==> config.mk <==
export PLATFORM = sky130hd
export DESIGN_NAME = irq_err_rst_ctrl
export DESIGN_NICKNAME = d
export VERILOG_FILES = /design/src/rtl/iec_pkg.sv /design/src/rtl/iec_level_sync.sv /design/src/rtl/iec_rst_qual.sv /design/src/rtl/iec_irq_cmp.sv /design/src/rtl/irq_err_rst_ctrl.sv
export SDC_FILE = /design/constraint.sdc
export NUM_CORES = 1
export LEC_CHECK = 0
export ABC_AREA = 1
export BUFFER_PORTS_ARGS = -buffer_cell sky130_fd_sc_hd__buf_4
export CAP_MARGIN = 20
export CORE_MARGIN = 2
export CORE_UTILIZATION = 38
export DETAILED_ROUTE_END_ITERATION = 8
export PLACE_DENSITY = 0.71
export SYNTH_ARGS = -nofsm -noshare
export SYNTH_HDL_FRONTEND = slang
export SYNTH_SLANG_ARGS = --single-unit
==> constraint.sdc <==
create_clock -name clk_i -period 1.2 [get_ports clk_i]
set_input_delay 0.06 -clock clk_i [delete_from_list [all_inputs] [get_ports clk_i]]
set_output_delay 0.06 -clock clk_i [all_outputs]
set_load 0.005 [all_outputs]
==> src/rtl/iec_pkg.sv <==
package iec_pkg;
    typedef enum logic [1:0] {
        ST_RESET = 2'd0,
        ST_BOOT  = 2'd1,
        ST_RUN   = 2'd2,
        ST_ERROR = 2'd3
    } ctl_state_e;
endpackage

==> src/rtl/iec_level_sync.sv <==
module iec_level_sync #(
    parameter int WIDTH  = 4,
    parameter int STAGES = 2
) (
    input  logic             clk_i,
    input  logic             por_ni,
    input  logic [WIDTH-1:0] async_i,
    output logic [WIDTH-1:0] sync_o
);
    logic [WIDTH-1:0] chain_q [STAGES];

    for (genvar s = 0; s < STAGES; s++) begin : g_stage
        if (s == 0) begin : g_first
            always_ff @(posedge clk_i or negedge por_ni) begin
                if (!por_ni) chain_q[s] <= '0;
                else         chain_q[s] <= async_i;
            end
        end else begin : g_next
            always_ff @(posedge clk_i or negedge por_ni) begin
                if (!por_ni) chain_q[s] <= '0;
                else         chain_q[s] <= chain_q[s-1];
            end
        end
    end

    assign sync_o = chain_q[STAGES-1];
endmodule

==> src/rtl/iec_rst_qual.sv <==
module iec_rst_qual #(
    parameter int MIN_RST = 8
) (
    input  logic clk_i,
    input  logic por_ni,
    input  logic rst_req_i,
    output logic req_q_o,
    output logic hit_o
);
    localparam int CNT_W = (MIN_RST > 2) ? $clog2(MIN_RST) : 1;
    localparam logic [CNT_W-1:0] LAST = CNT_W'(MIN_RST - 1);

    logic             req_q;
    logic [CNT_W-1:0] run_q;

    always_ff @(posedge clk_i or negedge por_ni) begin
        if (!por_ni) begin
            req_q <= 1'b0;
            run_q <= '0;
        end else begin
            req_q <= rst_req_i;
            if (!req_q)             run_q <= '0;
            else if (run_q != LAST) run_q <= run_q + 1'b1;
        end
    end

    assign req_q_o = req_q;
    assign hit_o   = req_q && (run_q == LAST);

    AST_HIT_NEEDS_REQ: assert property (@(posedge clk_i) disable iff (!por_ni)
        hit_o |-> $past(rst_req_i));
endmodule

==> src/rtl/iec_irq_cmp.sv <==
module iec_irq_cmp #(
    parameter int LVL_W = 4
) (
    input  logic [LVL_W-1:0] lvl_i,
    input  logic [LVL_W-1:0] pil_i,
    input  logic             enable_i,
    output logic             take_o
);
    localparam logic [LVL_W-1:0] NMI_LVL = '1;

    logic pending, is_nmi, above;

    always_comb begin
        pending = (lvl_i != '0);
        is_nmi  = (lvl_i == NMI_LVL);
        above   = (lvl_i > pil_i);
        take_o  = enable_i && pending && (is_nmi || above);
    end
endmodule

==> src/rtl/irq_err_rst_ctrl.sv <==
module irq_err_rst_ctrl
    import iec_pkg::*;
#(
    parameter int LVL_W     = 4,
    parameter int SYNC_STG  = 2,
    parameter int MIN_RST   = 8,
    parameter int ADDR_W    = 32,
    parameter logic [ADDR_W-1:0] BOOT_ADDR = '0
) (
    input  logic              clk_i,
    input  logic              por_ni,
    input  logic [LVL_W-1:0]  irq_lvl_i,
    input  logic [LVL_W-1:0]  pil_i,
    input  logic              trap_en_i,
    input  logic              sync_trap_i,
    input  logic              rst_req_i,
    output logic [LVL_W-1:0]  irq_level_o,
    output logic              irq_take_o,
    output logic              err_o,
    output logic              core_rst_o,
    output logic              fetch_start_o,
    output logic [ADDR_W-1:0] fetch_addr_o
);
    ctl_state_e state_q, state_d;
    logic [LVL_W-1:0] lvl_s;
    logic req_q, rst_hit, cmp_en;

    iec_level_sync #(.WIDTH(LVL_W), .STAGES(SYNC_STG)) u_sync (
        .clk_i   (clk_i),
        .por_ni  (por_ni),
        .async_i (irq_lvl_i),
        .sync_o  (lvl_s)
    );

    iec_rst_qual #(.MIN_RST(MIN_RST)) u_qual (
        .clk_i     (clk_i),
        .por_ni    (por_ni),
        .rst_req_i (rst_req_i),
        .req_q_o   (req_q),
        .hit_o     (rst_hit)
    );

    assign cmp_en = trap_en_i && (state_q == ST_RUN);

    iec_irq_cmp #(.LVL_W(LVL_W)) u_cmp (
        .lvl_i    (lvl_s),
        .pil_i    (pil_i),
        .enable_i (cmp_en),
        .take_o   (irq_take_o)
    );

    always_comb begin
        state_d = state_q;
        unique case (state_q)
            ST_RESET: if (!req_q)                     state_d = ST_BOOT;
            ST_BOOT:  if (rst_hit)                    state_d = ST_RESET;
                      else                            state_d = ST_RUN;
            ST_RUN:   if (rst_hit)                    state_d = ST_RESET;
                      else if (sync_trap_i && !trap_en_i) state_d = ST_ERROR;
            ST_ERROR: if (rst_hit)                    state_d = ST_RESET;
            default:                                  state_d = ST_RESET;
        endcase
    end

    always_ff @(posedge clk_i or negedge por_ni) begin
        if (!por_ni) state_q <= ST_RESET;
        else         state_q <= state_d;
    end

    always_comb begin
        core_rst_o    = 1'b0;
        fetch_start_o = 1'b0;
        err_o         = 1'b0;
        fetch_addr_o  = BOOT_ADDR;
        unique case (state_q)
            ST_RESET: core_rst_o    = 1'b1;
            ST_BOOT:  fetch_start_o = 1'b1;
            ST_RUN:   ;
            ST_ERROR: err_o         = 1'b1;
            default:  core_rst_o    = 1'b1;
        endcase
    end

    assign irq_level_o = lvl_s;

    AST_NO_IDLE_TAKE: assert property (@(posedge clk_i) disable iff (!por_ni)
        irq_take_o |-> (irq_level_o != '0));
    AST_TAKE_NEEDS_ET: assert property (@(posedge clk_i) disable iff (!por_ni)
        irq_take_o |-> (trap_en_i && !err_o && !core_rst_o));
    AST_ERR_STICKY: assert property (@(posedge clk_i) disable iff (!por_ni)
        (err_o && !rst_hit) |=> err_o);
    AST_SHORT_RST_IGNORED: assert property (@(posedge clk_i) disable iff (!por_ni)
        (!core_rst_o && !rst_hit) |=> !core_rst_o);
    AST_START_AFTER_RST: assert property (@(posedge clk_i) disable iff (!por_ni)
        fetch_start_o |-> $past(core_rst_o));
    AST_START_ONE_CYCLE: assert property (@(posedge clk_i) disable iff (!por_ni)
        fetch_start_o |=> !fetch_start_o);
endmodule

---- Yosys cells after proc, flatten, opt, wreduce, memory -nomap -nowiden ----
Index checks and enable logic that the tools add are counted.
Widths: inputs -> output; s select.
operators by class
  add/sub/neg operators ................... 1
  magnitude comparators ................... 1
  equality and inequality tests ........... 10
  mux-type cells .......................... 11
  reduce and logical (&&, ||, !) cells .... 10
operators with widths
  operator             number
  $mux 2               5
  $pmux 2 s4           1
  $mux 3               2
  $ne 2x2->1 const B   3
  $logic_and 1x1->1    5
  $eq 2x2->1 const B   2
  $eq 4x4->1 const B   1
  $gt 4x4->1           1
  $reduce_bool 4->1    1
  $add 3x1->3 const B  1
  $eq 3x3->1 const B   1
  $mux 1               3
  $ne 3x2->1 const B   1
  $ne 3x3->1 const B   1
  $reduce_and 3->1     1
  $eq 2x1->1 const B   1
  $logic_not 2->1      1
  $logic_not 1->1      1
  $logic_or 1x1->1     1
storage, ports and cells
  register bits after elaboration ......... 14
  input port bits ......................... 13
  word-level logic and storage cells ...... 38

---- Depth between registers and ports, before layout ----
  word-level depth ........................ 5
  gate-level depth with buffers ........... 9
  mapped depth without buffers ............ 9

---- Modules after synthesis ----
A second synthesis with hierarchy kept.
unflattened totals
  cell total of the unflattened synthesis .. 110
  area, all modules ....................... 924.6 um^2
modules (own cells, without submodules)
  module            times used  cells each  area an instance (um^2)
  irq_err_rst_ctrl  1           55          376.6
  iec_level_sync    1           12          230.2
  iec_rst_qual      1           19          181.4
  iec_irq_cmp       1           24          136.4

---- Worst setup path after synthesis ----
No wires, ideal clock.
  path kind ............................... register to register
  from .................................... register u_qual.run_q[0]
  to ...................................... register state_q[0]
  setup time .............................. 0.129 ns
  arrival time ............................ 1.033 ns
  path slack .............................. 0.038 ns
  cell stages (with the launch flop) ...... 7
  path buffers ............................ 0
  clock period less this slack ............ 1.162 ns
  path through ............................ dfrtp_1 -> ha_1 -> ha_1 -> nand2_1 -> inv_2 -> nor2_1 -> a31oi_1
between the ends
  cells in the longest elaborated chain, start to end .. 4
RTL lines
  element                                         RTL line                text
  from (decl)                                     iec_rst_qual.sv:14      logic [CNT_W-1:0] run_q;
  from (signal assigned)                          iec_rst_qual.sv:23      else if (run_q != LAST) run_q <= run_q + 1'b1;
  $eq 3x3->1 (*)                                  iec_rst_qual.sv:28      assign hit_o = req_q && (run_q == LAST);
  $logic_and 1x1->1 (*)                           iec_rst_qual.sv:28
  $mux 2, or another cell as far along            irq_err_rst_ctrl.sv:58  ST_RUN: if (rst_hit) state_d = ST_RESET;
  $pmux 2 s4 or $reduce_and 3->1 (tied branches)  -
  to (signal assigned)                            irq_err_rst_ctrl.sv:67  else state_q <= state_d;
  to (decl)                                       irq_err_rst_ctrl.sv:24  ctl_state_e state_q, state_d;
Mark *: on every way between the ends. The rest lies on a longest branch, timed or not.
A chain may end at the register's enable or synchronous reset.

---- Worst setup path after layout ----
  from .................................... register u_sync.chain_q, in the netlist u_sync.sync_o[1]
  to ...................................... output irq_take_o
between the ends
  cells in the longest elaborated chain, start to end .. 3
RTL lines
  element                                                RTL line                text
  from (decl)                                            iec_level_sync.sv:10    logic [WIDTH-1:0] chain_q [STAGES];
  from (signal, indexed assignment)                      iec_level_sync.sv:21    else chain_q[s] <= chain_q[s-1];
  $gt 4x4->1, or another cell as far along               iec_irq_cmp.sv:16       above = (lvl_i > pil_i);
  $logic_or 1x1->1 or $logic_and 1x1->1 (tied branches)  iec_irq_cmp.sv:17       take_o = enable_i && pending && (is_nmi || above);
  $logic_and 1x1->1 (*)                                  iec_irq_cmp.sv:17
  to (decl)                                              irq_err_rst_ctrl.sv:18  output logic irq_take_o,
Marked as above.

==> metrics.md <==
| Metric | Value |
|---|---|
| Run status | `finished, violations left` |
| Failing checks | `negative setup slack` |
| Post-route cell area | `around 0.0011 sq mm` |
| GRT Resource Usage Total | `0.1089` |
| GP Congestion | `roughly 0.76` |
| Number of vias per cell | `3.925` |
| FF+latch count, synth | `14` |
| Met3 usage | `0.01714` |
| Number of post-CTS setup repair buffers | `0` |
| Share of cells above drive strength 1 | `0.3233` |
| Crit path top cell by count | `nand2_2` |
| Leading cell types in the layout, fill and taps excluded | `32 x conb_1, 25 x buf_4, 14 x dfrtp_1` |
| Reg area | `350.3 sq um` |
| # nets final | `153` |
| Clock Tree Buf Depth | `2` |
| Adder-cell area share of the yosys netlist | `0.08427` |
| Mux cell area share after synthesis | `0` |
| WP data arrival | `~1500 ps` |
| Main combinational cell family by area after synthesis | `buffers and inverters` |
| Clk sinks | `14` |
| Gr ovfl total | `0` |
| Crit end category | `output port` |
| N_diodes | `0` |
| Final slew viol count | `0` |
| Critical path, cell by cell | `ha_4, nand2_1, nand2_1, nand2_2, nand2_2, nand2_2, a21oi_2, buf_4` |
| Hold Crit Class | `input port to flop` |
| I/O Buffers | `20` |
| Tmin final | `approximately 1600 ps` |
| Most common cell after layout, fill and taps aside | `conb_1` |
| Skew final | `between 0.6 and 0.7 ps` |
| CP required | `roughly 1100 ps` |
| Grt peak-use layer | `met2` |
| Mapped Cells | `between 100 and 150` |
| Crit-path max FO | `2` |
| Crit path max-delay cell type | `dfrtp_1` |
| Pin count of the biggest net entering global routing | `15` |
| ANT nets after route | `0` |
| Chip Width | `52.42 um` |
| Global routing usage on met2 | `0.2042` |
| Top-level port count | `between 50 and 60` |
| Fill count | `roughly 210` |
| Setup_tns | `-361.4 ps` |
| Share of the yosys chip area belonging to registers | `0.3933` |
| Vias in the first global route | `~560` |
| Initial antenna violation count | `0` |
| Final hold vios | `0` |
| Syn Std Cell Area | `roughly 900 sq um` |
| Clock latency at the later pin of the worst-skew pair | `roughly 290 ps` |
| Crit path launch type | `flop` |
| Compound-Gate Fraction of Synth Area | `0.03511` |
| Yosys cell types | `14` |
| HPWL after detailed placement | `roughly 1.0 mm` |
| Endpoints failing setup | `1` |
| CTS tree | `yes` |
| Residual DRC | `0` |
| Die ar. | `0.002748 sq mm` |
| RSZ-0062 raised after global routing | `true` |
| Leak Pwr | `around 0.62 nW` |
| Max-cap violations | `0` |
| Fin crit share | `1.301` |
| Core area | `0.002212 sq mm` |
| Post-Synth XOR/XNOR Area | `0` |
| DRT Wirelength | `1.412 mm` |
| Area Overhead vs Synth | `25.70%` |
| Post-synthesis simple-gate area fraction | `0.1208` |
| Pwr dens | `~930 mW/mm^2` |
| Final core utilization | `0.5062` |
| Num CTS Buffers | `3` |
| Worst-path clk slew | `90 ps` |
| Initial DRC count | `2` |
| Yosys warns | `0` |
| Die Ht | `52.42 um` |
| Detailed Routing Iterations Pass 1 | `3` |
| Met1 GRT Util | `0.1061` |
| Drt wl/cell | `a little under 9 um` |
| Hold Slack | `80.07 ps` |
| Multi-input logic area | `397.9 sq um` |
| Clk root buf | `clkbuf_4` |
| Vias | `roughly 630` |
| Rows | `17` |
| Global-route wire length before repair | `roughly 2.1 mm` |
| VDD IR max | `0.0005990 V` |
| Worst setup margin | `-361.4 ps` |
| Placed inst area | `959.7 sq um` |
| Avg Cell Area, Syn | `approximately 8.6 sq um` |
| Initial Util | `0.4027` |
| Fmax | `between 600 and 700 MHz` |
| Worst stage delay on the critical path | `420 ps` |
| H-tree depth | `1` |
| CP Class | `flop to output port` |
report_power, final:
| group | internal (mW) | switching, mW |
|---|---|---|
| combinational | 0.0950 | 0.0920 |
| sequential | 0.497 | 0.0184 |
| clock | 0.185 | 0.160 |
flip-flops by register name, summed over array words and instances (netlist names):
name            count
u_qual.run_q        3
u_qual.req_q_o      1
u_sync.chain_q      4
state_q             2
u_sync.sync_o       4
cells in the mapped netlist (all sizes together):
master | instances | share of area
ha | 6 | 0.084
inv | 14 | 0.059
o21ai | 3 | 0.017
conb | 1 | 0.0042
a31oi | 1 | 0.0070
nand4 | 2 | 0.014
nand2 | 13 | 0.055
buf | 36 | 0.30
a21oi | 2 | 0.011
dfrtp | 14 | 0.39
nor2 | 7 | 0.029
nand3 | 4 | 0.022
worst max-delay path: cells and delay by family (launching register included):
| family | cells | cell delay [ps] |
|---|---|---|
| flops | 1 | 420 |
| fa+ha+maj | 1 | 280 |
| simple gates | 5 | 250 |
| compound gates | 1 | 130 |
| buf+inv | 1 | 120 |
layer usage:
layer / routed length [um] / share of wire
met1: 469 / 0.33
met2: 784 / 0.56
met3: 115 / 0.081
met4: 42 / 0.030
met5: 0 / 0
stage by stage:
step           power, mW  setup slack [ps]  instances
2_1_floorplan     0.6769             38.44        134
3_3_place_gp      0.6620            -22.66        151
3_5_place_dp      0.6678            -34.89        151
4_1_cts            1.025            -333.1        161
5_1_grt            1.100            -427.8        161
6_report           1.047            -361.4        161
logic make-up (layout without fill, tap and decap cells):
logic type	after synthesis	after routing
other cells	1	32
buf+inv	50	49
compound gates	6	6
flops	14	14
fa+ha+maj	6	6
simple gates	26	26
worst paths after layout:
path / cells past startpoint / start / slack (ps) / endpoint
worst max register to register: 6 / u_qual.run_q[1] / 50 / state_q[0]
worst max-delay path: 8 / u_sync.sync_o[1] / -360 / irq_take_o
worst min register to register: 0 / u_sync.chain_q[7] / 350 / u_sync.sync_o[3]
worst min-delay path: 4 / trap_en_i / 80 / state_q[0]
min in group asynchronous: 2 / por_ni / 130 / u_qual.run_q[0]
max in group asynchronous: 2 / por_ni / 900 / u_sync.sync_o[0]
repair_timing:
item / CTS / global route
pin swaps: 0 / 5
hold buffers: 6 / 0
hold endpoints to repair: 19 / 0
gates resized for setup: 3 / 10
endpoints found under the setup margin: 2 / 2
final cells by class:
| class | count | area share |
|---|---|---|
| clock buffers | 4 | 0.03240 |
| repair buffers | 31 | 0.2212 |
| multi-input cells | 70 | 0.3553 |
| well taps | 28 | 0.03129 |
| inverters | 14 | 0.04693 |
| flip-flops and latches | 14 | 0.3129 |
Power figures use the tool's default switching activity.
